$ cat src/rtl/sah_pkg.sv
package sah_pkg;
  typedef enum logic {
    ST_IDLE = 1'b0,
    ST_HELD = 1'b1
  } sah_state_e;

  function automatic int unsigned sah_max_limit(input int unsigned sel_w,
                                                 input int unsigned step,
                                                 input int unsigned extra);
    return ((2 ** sel_w) - 1) * step + extra;
  endfunction
endpackage

$ cat src/rtl/sah_limit.sv
module sah_limit #(
  parameter int unsigned SEL_W       = 4,
  parameter int unsigned STEP_TICKS  = 8,
  parameter int unsigned EXTRA_TICKS = 40,
  parameter int unsigned CNT_W       = 8
) (
  input  logic [SEL_W-1:0] sel,
  output logic [CNT_W-1:0] limit
);
  localparam logic [CNT_W-1:0] STEP_C  = CNT_W'(STEP_TICKS);
  localparam logic [CNT_W-1:0] EXTRA_C = CNT_W'(EXTRA_TICKS);

  logic [CNT_W-1:0] sel_ext;

  always_comb begin
    sel_ext = CNT_W'(sel);
    limit   = sel_ext * STEP_C + EXTRA_C;
  end
endmodule

$ cat src/rtl/sah_gap_cnt.sv
module sah_gap_cnt #(
  parameter int unsigned CNT_W = 8
) (
  input  logic             clk,
  input  logic             rst_n,
  input  logic             tick,
  input  logic             raw,
  input  logic             armed,
  input  logic [CNT_W-1:0] limit,
  output logic [CNT_W-1:0] count,
  output logic             expire
);
  logic [CNT_W-1:0] count_inc;
  logic             absent_tick;

  always_comb begin
    count_inc   = count + 1'b1;
    absent_tick = tick && armed && !raw;
    expire      = absent_tick && (count_inc >= limit);
  end

  always_ff @(posedge clk) begin
    if (!rst_n) begin
      count <= '0;
    end else if (!armed || expire || (tick && raw)) begin
      count <= '0;
    end else if (absent_tick) begin
      count <= count_inc;
    end
  end
endmodule

$ cat src/rtl/sah_state.sv
module sah_state
  import sah_pkg::*;
(
  input  logic clk,
  input  logic rst_n,
  input  logic tick,
  input  logic raw,
  input  logic expire,
  output logic held,
  output logic start_pulse,
  output logic lost_pulse
);
  sah_state_e state_q, state_d;
  logic       start_d, lost_d;

  always_comb begin
    state_d = state_q;
    start_d = 1'b0;
    lost_d  = 1'b0;
    unique case (state_q)
      ST_IDLE: begin
        if (tick && raw) begin
          state_d = ST_HELD;
          start_d = 1'b1;
        end
      end
      ST_HELD: begin
        if (expire) begin
          state_d = ST_IDLE;
          lost_d  = 1'b1;
        end
      end
      default: state_d = ST_IDLE;
    endcase
  end

  always_ff @(posedge clk) begin
    if (!rst_n) begin
      state_q     <= ST_IDLE;
      start_pulse <= 1'b0;
      lost_pulse  <= 1'b0;
    end else begin
      state_q     <= state_d;
      start_pulse <= start_d;
      lost_pulse  <= lost_d;
    end
  end

  assign held = (state_q == ST_HELD);
endmodule

$ cat src/rtl/subaudio_hold.sv
module subaudio_hold
  import sah_pkg::*;
#(
  parameter int unsigned SEL_W       = 4,
  parameter int unsigned STEP_TICKS  = 8,
  parameter int unsigned EXTRA_TICKS = 40
) (
  input  logic             clk,
  input  logic             rst_n,
  input  logic             tick,
  input  logic             raw_present,
  input  logic [SEL_W-1:0] hold_sel,
  output logic             detected,
  output logic             det_start,
  output logic             det_lost
);
  localparam int unsigned MAX_LIMIT = sah_max_limit(SEL_W, STEP_TICKS, EXTRA_TICKS);
  localparam int unsigned CNT_W     = $clog2(MAX_LIMIT + 1);

  logic [CNT_W-1:0] gap_limit;
  logic [CNT_W-1:0] gap_count;
  logic             gap_expire;
  logic             held;

  sah_limit #(
    .SEL_W      (SEL_W),
    .STEP_TICKS (STEP_TICKS),
    .EXTRA_TICKS(EXTRA_TICKS),
    .CNT_W      (CNT_W)
  ) u_limit (
    .sel  (hold_sel),
    .limit(gap_limit)
  );

  sah_gap_cnt #(
    .CNT_W(CNT_W)
  ) u_gap (
    .clk   (clk),
    .rst_n (rst_n),
    .tick  (tick),
    .raw   (raw_present),
    .armed (held),
    .limit (gap_limit),
    .count (gap_count),
    .expire(gap_expire)
  );

  sah_state u_state (
    .clk        (clk),
    .rst_n      (rst_n),
    .tick       (tick),
    .raw        (raw_present),
    .expire     (gap_expire),
    .held       (held),
    .start_pulse(det_start),
    .lost_pulse (det_lost)
  );

  assign detected = held;
endmodule

$ cat config.mk
export PLATFORM = sky130hd
export DESIGN_NAME = subaudio_hold
export DESIGN_NICKNAME = d
export VERILOG_FILES = /design/src/rtl/sah_pkg.sv /design/src/rtl/sah_limit.sv /design/src/rtl/sah_gap_cnt.sv /design/src/rtl/sah_state.sv /design/src/rtl/subaudio_hold.sv
export SDC_FILE = /design/constraint.sdc
export NUM_CORES = 1
export LEC_CHECK = 0
export BUFFER_PORTS_ARGS = -buffer_cell sky130_fd_sc_hd__buf_2
export CORE_MARGIN = 2
export CORE_UTILIZATION = 24
export DETAILED_ROUTE_END_ITERATION = 16
export REMOVE_ABC_BUFFERS = 1
export SLEW_MARGIN = 20
export SYNTH_ARGS = -nofsm -noshare
export SYNTH_HDL_FRONTEND = slang
export SYNTH_HIERARCHICAL = 1
export SYNTH_SLANG_ARGS = --single-unit
$ cat constraint.sdc
create_clock -name clk -period 4 [get_ports clk]
set_input_delay 0.2 -clock clk [delete_from_list [all_inputs] [get_ports clk]]
set_output_delay 0.2 -clock clk [all_outputs]
set_load 0.05 [all_outputs]
After elaboration in Yosys (flattened, before gate mapping)
Index checks and enable logic that the tools add are counted.

Bits in registers: 11. Bits of input ports: 8. Logic and storage cells: 24.

Add/subtract/negate cells: 2. Order comparisons: 1. Muxes and demuxes: 4. Bitwise gates (word level): 2. Reduce and logical (&&, ||, !) cells: 11.

Operator list (number): $add A7 B6 Y8 const B (1); $add A8 B1 Y8 const B (1); $ge A8 B8 Y1 (1); $logic_and A1 B1 Y1 (4); $reduce_or A2 Y1 (2); $mux W1 (3); $logic_not A1 Y1 (2); $logic_or A1 B1 Y1 (2); $not A1 Y1 (2); $pmux W1 S2 (1); $reduce_and A2 Y1 (1).

Logic depth before layout (Yosys ltp)
Gate-level depths: netlist of the first run.

Depth in word-level cells: 6. Gate-level depth with buffers: 11. Depth with buffers taken out: 10.

Hierarchy
Netlist of the first run, hierarchy kept.

By module, submodules not included: sah_gap_cnt (instances 1, cells an instance 96, area an instance 773.2 µm², seq. area each 160.2 µm²); sah_state (instances 1, cells an instance 7, area an instance 88.8 µm², seq. area each 60.1 µm²); sah_limit (instances 1, cells an instance 10, area an instance 76.3 µm², seq. area each 0.0 µm²).

Worst setup path before layout of the first run
OpenSTA, ideal clock, no wires.

Path type: flip-flop to flip-flop. Start: reg u_gap.count[0]. End: reg u_state.lost_pulse. Data arrival time: 2.490 ns. Path slack: 1.394 ns. Stages on the path, launching flop included: 12. Period minus slack after synthesis: 2.606 ns. Cell sequence: dfxtp_1 ha_1 nand3_1 o21a_1 or2_2 ha_1 and2_1 a221oi_4 buf_6 o21a_1 nor2_1 and3_2.

Word-level cells in the longest chain between the ends: 4.

RTL lines: start: declaration (line sah_gap_cnt.sv:10) `output logic [CNT_W-1:0] count,`; start signal: assignment (line sah_gap_cnt.sv:28) `count <= count_inc;`; $add A8 B1 Y8 (line sah_gap_cnt.sv:17) `count_inc = count + 1'b1;`; named net u_gap.count_inc[6] (line sah_gap_cnt.sv:13) `logic [CNT_W-1:0] count_inc;`; $ge A8 B8 Y1 (line sah_gap_cnt.sv:19) `expire = absent_tick && (count_inc >= limit);`; $logic_and A1 B1 Y1 (line sah_gap_cnt.sv:19); named net gap_expire (line subaudio_hold.sv:22) `logic gap_expire;`; $mux W1 (line sah_state.sv:28) `if (expire) begin`; end signal: assignment (line sah_state.sv:45) `lost_pulse <= lost_d;`; end: declaration (line sah_state.sv:11) `output logic lost_pulse`.

The timed path passes the listed nets, and every way through them passes these cells. A chain may end at the register's enable or synchronous reset.

Worst setup path in the final report of the first run
Ends and elaborated chain as after synthesis.

==> results of run 1 <==
==> metal layers <==
| layer | GRT usage [%] | part of all wire, % | vias up |
|---|---|---|---|
| met5 | 0 | 0 | - |
| met4 | 1.276 | 0 | 0 |
| met3 | 2.365 | 4.4 | 0 |
| met2 | 15.38 | 47 | 16 |
| met1 | 10.74 | 49 | 375 |
| li1 | - | - | 425 |
==> state kept, by name, summed over array words and instances, names as in the netlist <==
| signal | flops |
|---|---|
| u_gap/count | 8 |
| u_state/held | 1 |
| u_state/lost_pulse | 1 |
| u_state/start_pulse | 1 |
==> area by class of cell <==
type	instances	area [um2]
Fill cell	404	2675
Multi-Input combinational cell	85	628.1
Sequential cell	11	220.2
Tap cell	48	60.06
Timing Repair Buffer	10	50.05
Clock buffer	4	45.04
Inverter	10	37.54
==> worst max-delay path, stage by stage (launching register included) <==
cell	delay, ns
dfxtp_1	0.42
ha_1	0.25
nand3_1	0.22
o21a_1	0.25
or2_2	0.29
ha_1	0.26
and2_1	0.18
o2111ai_1	0.47
o21a_1	0.33
nor2_1	0.10
and3_2	0.19
==> kinds of logic (layout without fill, tap and decap cells) <==
group / after synthesis / count (layout) / share of synthesized area [%]
other: 1 / 3 / 0.3996
adder cells (fa/ha/maj): 10 / 10 / 13.33
XOR/XNOR: 7 / 7 / 6.533
flip-flops: 11 / 11 / 23.47
AO/OA/AOI/OAI: 30 / 30 / 26.13
AND/OR/NAND/NOR: 35 / 35 / 19.73
buffers and inverters: 19 / 24 / 10.40
==> cells in the mapped netlist (2+ instances only) <==
cell type   n
a21oi_1     5
a31oi_1     3
and2_1      2
buf_2       3
buf_4       4
dfxtp_1    11
ha_1       10
inv_1      10
nand2_1    12
nand3_1     4
nor2_1      2
nor3_1      4
nor4_1      2
o2111ai_1   5
o211ai_1    4
o21a_1      3
o221ai_1    3
or2_2       2
xnor2_1     6
==> worst max-delay path by stage <==
stage	cells past startpoint	slack, ns	to
2_1_floorplan	10	1.33	u_state/lost_pulse
3_3_place_gp	10	1.10	u_state/lost_pulse
3_5_place_dp	10	0.99	u_state/lost_pulse
4_1_cts	10	0.98	u_state/lost_pulse
5_1_grt	10	0.79	u_state/lost_pulse
6_report	10	0.98	u_state/lost_pulse
==> power breakdown <==
group	total, mW	switching [mW]	internal, mW
Combinational	0.0338	0.0217	0.0121
Sequential	0.112	0.00127	0.111
Clock	0.108	0.0387	0.0697
==> cell usage in the layout, fill, tap and decap left out, types with 3 or more instances in the layout <==
| cell | synthesis | routed |
|---|---|---|
| a21oi_1 | 5 | 5 |
| a31oi_1 | 3 | 3 |
| buf_2 | 3 | 10 |
| clkbuf_8 | 0 | 3 |
| conb_1 | 1 | 3 |
| dfxtp_1 | 11 | 11 |
| ha_1 | 10 | 10 |
| inv_1 | 10 | 10 |
| nand2_1 | 12 | 12 |
| nand3_1 | 4 | 4 |
| nor3_1 | 4 | 4 |
| o2111ai_1 | 5 | 5 |
| o211ai_1 | 4 | 4 |
| o21a_1 | 3 | 3 |
| o221ai_1 | 3 | 3 |
| xnor2_1 | 6 | 6 |
==> stage by stage <==
stage / cells / area [um2]
2_1_floorplan: 106 / 885.9
3_3_place_gp: 164 / 996.0
3_5_place_dp: 164 / 996.0
4_1_cts: 168 / 1041
5_1_grt: 168 / 1041
6_report: 168 / 1041
==> summary.txt, run 1 <==
Placed design
  – Pre-CTS WS: approximately 0.99 ns
  – Dpl hpwl: roughly 1.4 mm
  – PortBufs: 10
  – GP Congestion: 0.8224

STA
  – Fin. max-slew vios: 0
  – Final hold slack: 0.2448 ns
  – Period minus WS final: 3.020 ns
  – Tightest Pin Transition: 0.9195 ns
  – Setup violators final: 0
  – Max_slew headroom: around two fifths
  – Hold Fails Final Rpt: 0
  – Crit share post-route: roughly 76%
  – Final TNS setup: 0 ns
  – Worst setup margin: around 0.98 ns
  – Max Clk Rate: between 300 and 400 MHz
  – Layout Skew: 0.001576 ns
  – RSZ-0062 raised after global routing: no

Setup path
  – Crit Path Max Fanout: 12
  – R2r endpoint: u_state/lost_pulse
  – Kind of start point of the critical path: flip-flop
  – Crit. Startpoint: u_gap/count[0]
  – WS Path Type: reg2reg
  – WP data required: 4.18 ns
  – R2R setup slack: between 0.9 and 1 ns
  – R2R cell count: 10
  – Worst Path Arrival: around 3.2 ns
  – Critical Path End Type: flip-flop
  – Crit Reg-Reg Startpoint: u_gap/count[0]

CTS
  – Clk pin slew, worst setup/hold paths: approximately 0.05 ns
  – Num CTS Buffers: 3
  – Worst-Skew Late Latency: around 0.23 ns
  – CTS Sinks: 11
  – Hold Buf Count CTS: 0
  – Setup Fix Bufs, Post-CTS: 0
  – CTS tree: yes
  – Clock buffer depth: 2
  – Clock Root Buffer: clkbuf_8
  – H-Tree Depth: 1
  – Cells resized by post-CTS repair: 0

Synthesis
  – Ys flop type: dfxtp_1
  – Post-synth EDFFs: 0
  – Synth Cell Area: between 900 and 1000 um2
  – Yosys reg bits: 11
  – Post-synth top area share: a little under a quarter
  – Sequential area share after synthesis: between 20% and 30%
  – Post-Syn Area per Cell: roughly 8.3 um2
  – Yosys top cell by area: dfxtp_1
  – Ys async rst share: 0%
  – Post-synth cell types: 37
  – Yosys warnings: 6
  – Synth area leaders: dfxtp_1 23%, ha_1 13%, xnor2_1 5.6%, nand2_1 4.8%, o2111ai_1 4.7%
  – Post-synthesis cell count: 113

Route
  – Vias per cell: around 4.9
  – DRT iter0 DRCs: 10
  – DRT Pass-1 Iters: 4
  – Per-cell routed wire length: between 10 and 15 um
  – DRC Markers: 0
  – Final ANT Viol Nets: 0
  – Routed vias: 816
  – Routed WL: ~1.8 mm

Finish
  – Layout Nets: 139
  – Share of cells above drive strength 1: around 16%
  – Final Util: roughly 28%
  – N_diodes: 0
  – Area delta synth->final: 10.93%

GRT
  – Grt ovf: 0
  – Pin count of the biggest net entering global routing: 18
  – First-pass GRT wire length: 3.091 mm
  – Vias in the first global route: between 700 and 800
  – Initial antenna violation count: 0
  – Gr usage total: between 8 and 9%

Floorplan
  – Num rows: 22
  – Die height: between 60 and 70 um
  – Width of the die: approximately 67 um
  – Core area: between 3000 and 4000 um2
  – I/O Pins: 11
  – Starting density of the core: between 20 and 30%
  – Die area: roughly 4400 um2

Power and ir drop
  – Leak: ~0.41 nW
  – Max VDD drop: roughly 0.22 mV
  – Power per cell area: around 240 nW/um2
  – Pwr Total: around 0.25 mW

Worst hold path
  – Hold Path End: u_state/held
  – HP Start: rst_n
  – Worst Hold Depth: 3
  – Hold Crit Class: in2reg

Job
  – Max_cap viols: 0

Outcome
  – Outcome: finished clean
(Power assumes the default switching activity.)
==> run 2: changes to the inputs <==
--- a/config.mk
+++ b/config.mk
@@ -5,6 +5,7 @@
 export SDC_FILE = /design/constraint.sdc
 export NUM_CORES = 1
 export LEC_CHECK = 0
+export ABC_AREA = 1
 export BUFFER_PORTS_ARGS = -buffer_cell sky130_fd_sc_hd__buf_2
 export CORE_MARGIN = 2
 export CORE_UTILIZATION = 24
==> constraint.sdc (replaced) <==
create_clock -name clk -period 2.5 [get_ports clk]
set_input_delay 0.125 -clock clk [delete_from_list [all_inputs] [get_ports clk]]
set_output_delay 0.125 -clock clk [all_outputs]
set_load 0.05 [all_outputs]
==> run 2 against run 1 <==
Effect of this change:
- routed wire length fell by 16%
- global-route usage fell by 0.50 points
- clock skew rose by 0.0013 ns
- sequential share of layout area fell by 0.37 points
- maximum frequency rose by 40%
- combinational power rose by 58%
- clock power rose by 56%
- design area rose by 1.8%
- critical path type unchanged
- largest cell class unchanged
==> summary.txt, run 2 <==
Outcome
  – Outcome: finished clean

CTS
  – Clock Root Buffer: clkbuf_8
  – Setup Fix Bufs, Post-CTS: 0 (unchanged)
  – Clock buffer depth: 2 (unchanged)
  – Worst-Skew Late Latency: 0.23 ns (about the same)
  – Hold Buf Count CTS: 0 (unchanged)
  – CTS tree: yes
  – Num CTS Buffers: 3 (unchanged)
  – Clk pin slew, worst setup/hold paths: 0.05 ns (about the same)
  – Cells resized by post-CTS repair: 0 (unchanged)
  – H-Tree Depth: 1 (unchanged)
  – CTS Sinks: 11 (unchanged)

GRT
  – Pin count of the biggest net entering global routing: 10 (-8)
  – Vias in the first global route: 724 (-5.5%)
  – First-pass GRT wire length: 2.904 mm (-6.0%)
  – Initial antenna violation count: 0 (unchanged)
  – Gr usage total: 8.212% (-0.50 points)
  – Grt ovf: 0 (unchanged)

Finish
  – Area delta synth->final: 14.61%
  – Layout Nets: 181 (+30%)
  – Register area: 220.2 um2 (unchanged)
  – Share of cells above drive strength 1: 14.20% (-1.6 points)
  – Most frequent cells in the layout: 43 x nand2_1, 30 x inv_1, 17 x nor2_1
  – Final std cells w/o fill: 210 (+25%)
  – Finished Cell Area: 1060 um2 (+1.8%)
  – Largest Register: u_gap/count
  – Commonest non-fill, non-tap cell in the layout: nand2_1
  – Max reg flops: 8 (unchanged)
  – Final Util: 28.73% (+0.72 points)
  – N_diodes: 0 (unchanged)
  – # fillers: 432 (+6.9%)
  – Area of the multi-input gates: 553.0 um2 (-12%)

Floorplan
  – Die area: 4365 um2 (-1.4%)
  – Width of the die: 66.07 um (-0.69%)
  – Num rows: 22 (unchanged)
  – I/O Pins: 11 (unchanged)
  – Starting density of the core: 25.07% (-0.18 points)
  – Core area: 3689 um2 (-0.74%)
  – Die height: 66.07 um (-0.69%)

Power and ir drop
  – Power per cell area: 380.4 nW/um2 (+56%)
  – Leak: 0.5717 nW (+40%)
  – Max VDD drop: 0.2662 mV (+22%)
  – Pwr Total: 0.4031 mW (+58%)

Synthesis
  – Synth cell count leaders: 43 x nand2_1, 30 x inv_1, 17 x nor2_1
  – Synth area leaders: dfxtp_1 24%, nand2_1 17%, ha_1 14%, inv_1 12%, nor2_1 6.9%
  – Yosys top cell by area: dfxtp_1
  – Post-synthesis cell count: 150 (+33%)
  – Post-synthesis mux area share: 0% (unchanged)
  – Synth Cell Area: 924.6 um2 (-1.5%)
  – Ys async rst share: 0% (unchanged)
  – Post-synth EDFFs: 0 (unchanged)
  – Synth Area in Adders: 13.53% (+0.20 points)
  – Most numerous cell in the Yosys netlist: nand2_1
  – XOR/XNOR Fraction of Synth Area: 1.894% (-4.6 points)
  – Yosys warnings: 6 (unchanged)
  – Sequential area share after synthesis: 23.82% (+0.35 points)
  – Ys flop type: dfxtp_1
  – Post-Syn Area per Cell: 6.164 um2 (-26%)
  – Simple-gate share of the synthesized area: 37.62% (+18 points)
  – Post-synth top area share: 23.82% (+0.35 points)
  – Largest family of logic cells by synthesized area: simple AND/OR/NAND/NOR gates
  – Post-synthesis compound-gate area fraction: 5.548% (-21 points)
  – Post-synth cell types: 24 (-35%)
  – Yosys reg bits: 11 (unchanged)

Worst hold path
  – HP Start: rst_n
  – Hold Crit Class: in2reg

STA
  – Worst setup margin: 0.3429 ns (-0.6367 ns)
  – Fin. max-slew vios: 0 (unchanged)
  – Final hold slack: 0.1544 ns (-0.09039 ns)
  – Max Clk Rate: 463.6 MHz (+40%)
  – Hold Fails Final Rpt: 0 (unchanged)
  – Layout Skew: 0.002831 ns (+0.001255 ns)
  – Final TNS setup: 0 ns (unchanged)
  – Period minus WS final: 2.157 ns (-0.8633 ns)
  – Setup violators final: 0 (unchanged)
  – Crit share post-route: 86.28% (+11 points)
  – RSZ-0062 raised after global routing: no

Placed design
  – Placed Instances: 206 (+26%)
  – Dpl hpwl: 1.270 mm (-8.6%)
  – GP Congestion: 0.7788 (-5.3%)
  – Post-DP Area: 1015 um2 (+1.9%)
  – Pre-CTS WS: 0.3291 ns (-0.6613 ns)
  – PortBufs: 10 (unchanged)

Setup path
  – Crit. Startpoint: u_gap/count[1]
  – Critical Path End Type: flip-flop
  – Largest stage delay on the critical path: 0.37 ns (-0.10 ns)
  – CP bufs+invs: 1 (+1)
  – Crit Path Max Fanout: 8 (-4)
  – R2R setup slack: 0.34 ns (-0.64 ns)
  – Worst-path cell chain: ha_1 > nand2_1 > inv_2 > nand3_1 > nor2_1 > nand2_1 > and2_1 > ha_1 > nand2_1 > o21a_1 > nand2_1 > nand2_1 > nand2_1 > nor2_1
  – Worst path top cell family by delay: simple AND/OR/NAND/NOR gates
  – Worst Path Arrival: 2.27 ns (-0.93 ns)
  – WS Path Type: reg2reg
  – Crit Reg-Reg Startpoint: u_gap/count[1]
  – Kind of start point of the critical path: flip-flop
  – CP dominant cell by count: nand2_1
  – WP data required: 2.61 ns (-1.57 ns)
  – Slowest-stage cell, CP: dfxtp_1

Route
  – Routed vias: 814 (-0.25%)
  – DRT Pass-1 Iters: 4 (unchanged)
  – Vias per cell: 3.876 (-20%)
  – Routed WL: 1.540 mm (-16%)
  – Top Metal Used: met4
  – DRC Markers: 0 (unchanged)
  – Wl on met1: 889 um (-0.67%)
  – Met3 wire len: 51 um (-36%)
  – DRT iter0 DRCs: 19 (+9)
  – Final ANT Viol Nets: 0 (unchanged)
  – Per-cell routed wire length: 7.333 um (-33%)
  – Metal2 WL: 590 um (-31%)

Job
  – Max_cap viols: 0 (unchanged)
[run 2: cell types whose count changed after synthesis, moves of 4 or more]
cell	previous run	this run
inv_1	10	30
inv_2	0	5
nand2_1	12	43
nand3_1	4	9
nor2_1	2	17
o2111ai_1	5	0
o211ai_1	4	0
xnor2_1	6	1
[run 2: worst paths after layout]
check                  endpoint  depth (start not counted)
max              u_gap/count[2]                         14
min          u_state/lost_pulse                          3
max reg2reg      u_gap/count[2]                         14
min reg2reg  u_state/lost_pulse                          2
[run 2: cell families after synthesis]
kind of cell	after synthesis
compound gates	9
simple gates	78
flops	11
other cells	1
buf+inv	39
xor+xnor	2
fa+ha+maj	10
[run 2: area by class of cell]
type | instances | share of cell area [%]
clock buffer | 4 | 4.250
inverter | 35 | 12.40
multi-input combinational | 102 | 52.18
sequential | 11 | 20.78
tap | 48 | 5.667
timing repair buffer | 10 | 4.723
[run 2: where the power goes]
part,leakage [nW],internal (mW),switching [mW]
registers,0.0889,0.178,0.00224
logic,0.460,0.0188,0.0347
clock network,0.0228,0.111,0.0583
total,0.572,0.308,0.0951
[run 2: per-layer routing]
layer | global-route usage [%] | up-vias
met3 | 1.193 | 2
met1 | 11.44 | 328
met5 | 0 | -
met4 | 4.082 | 0
met2 | 12.25 | 11
li1 | - | 473
[run 2: tightest hold or removal path, delay by kind of cell]
kind | cells | cell delay [ns]
buf+inv | 1 | 0.12
simple gates | 2 | 0.09
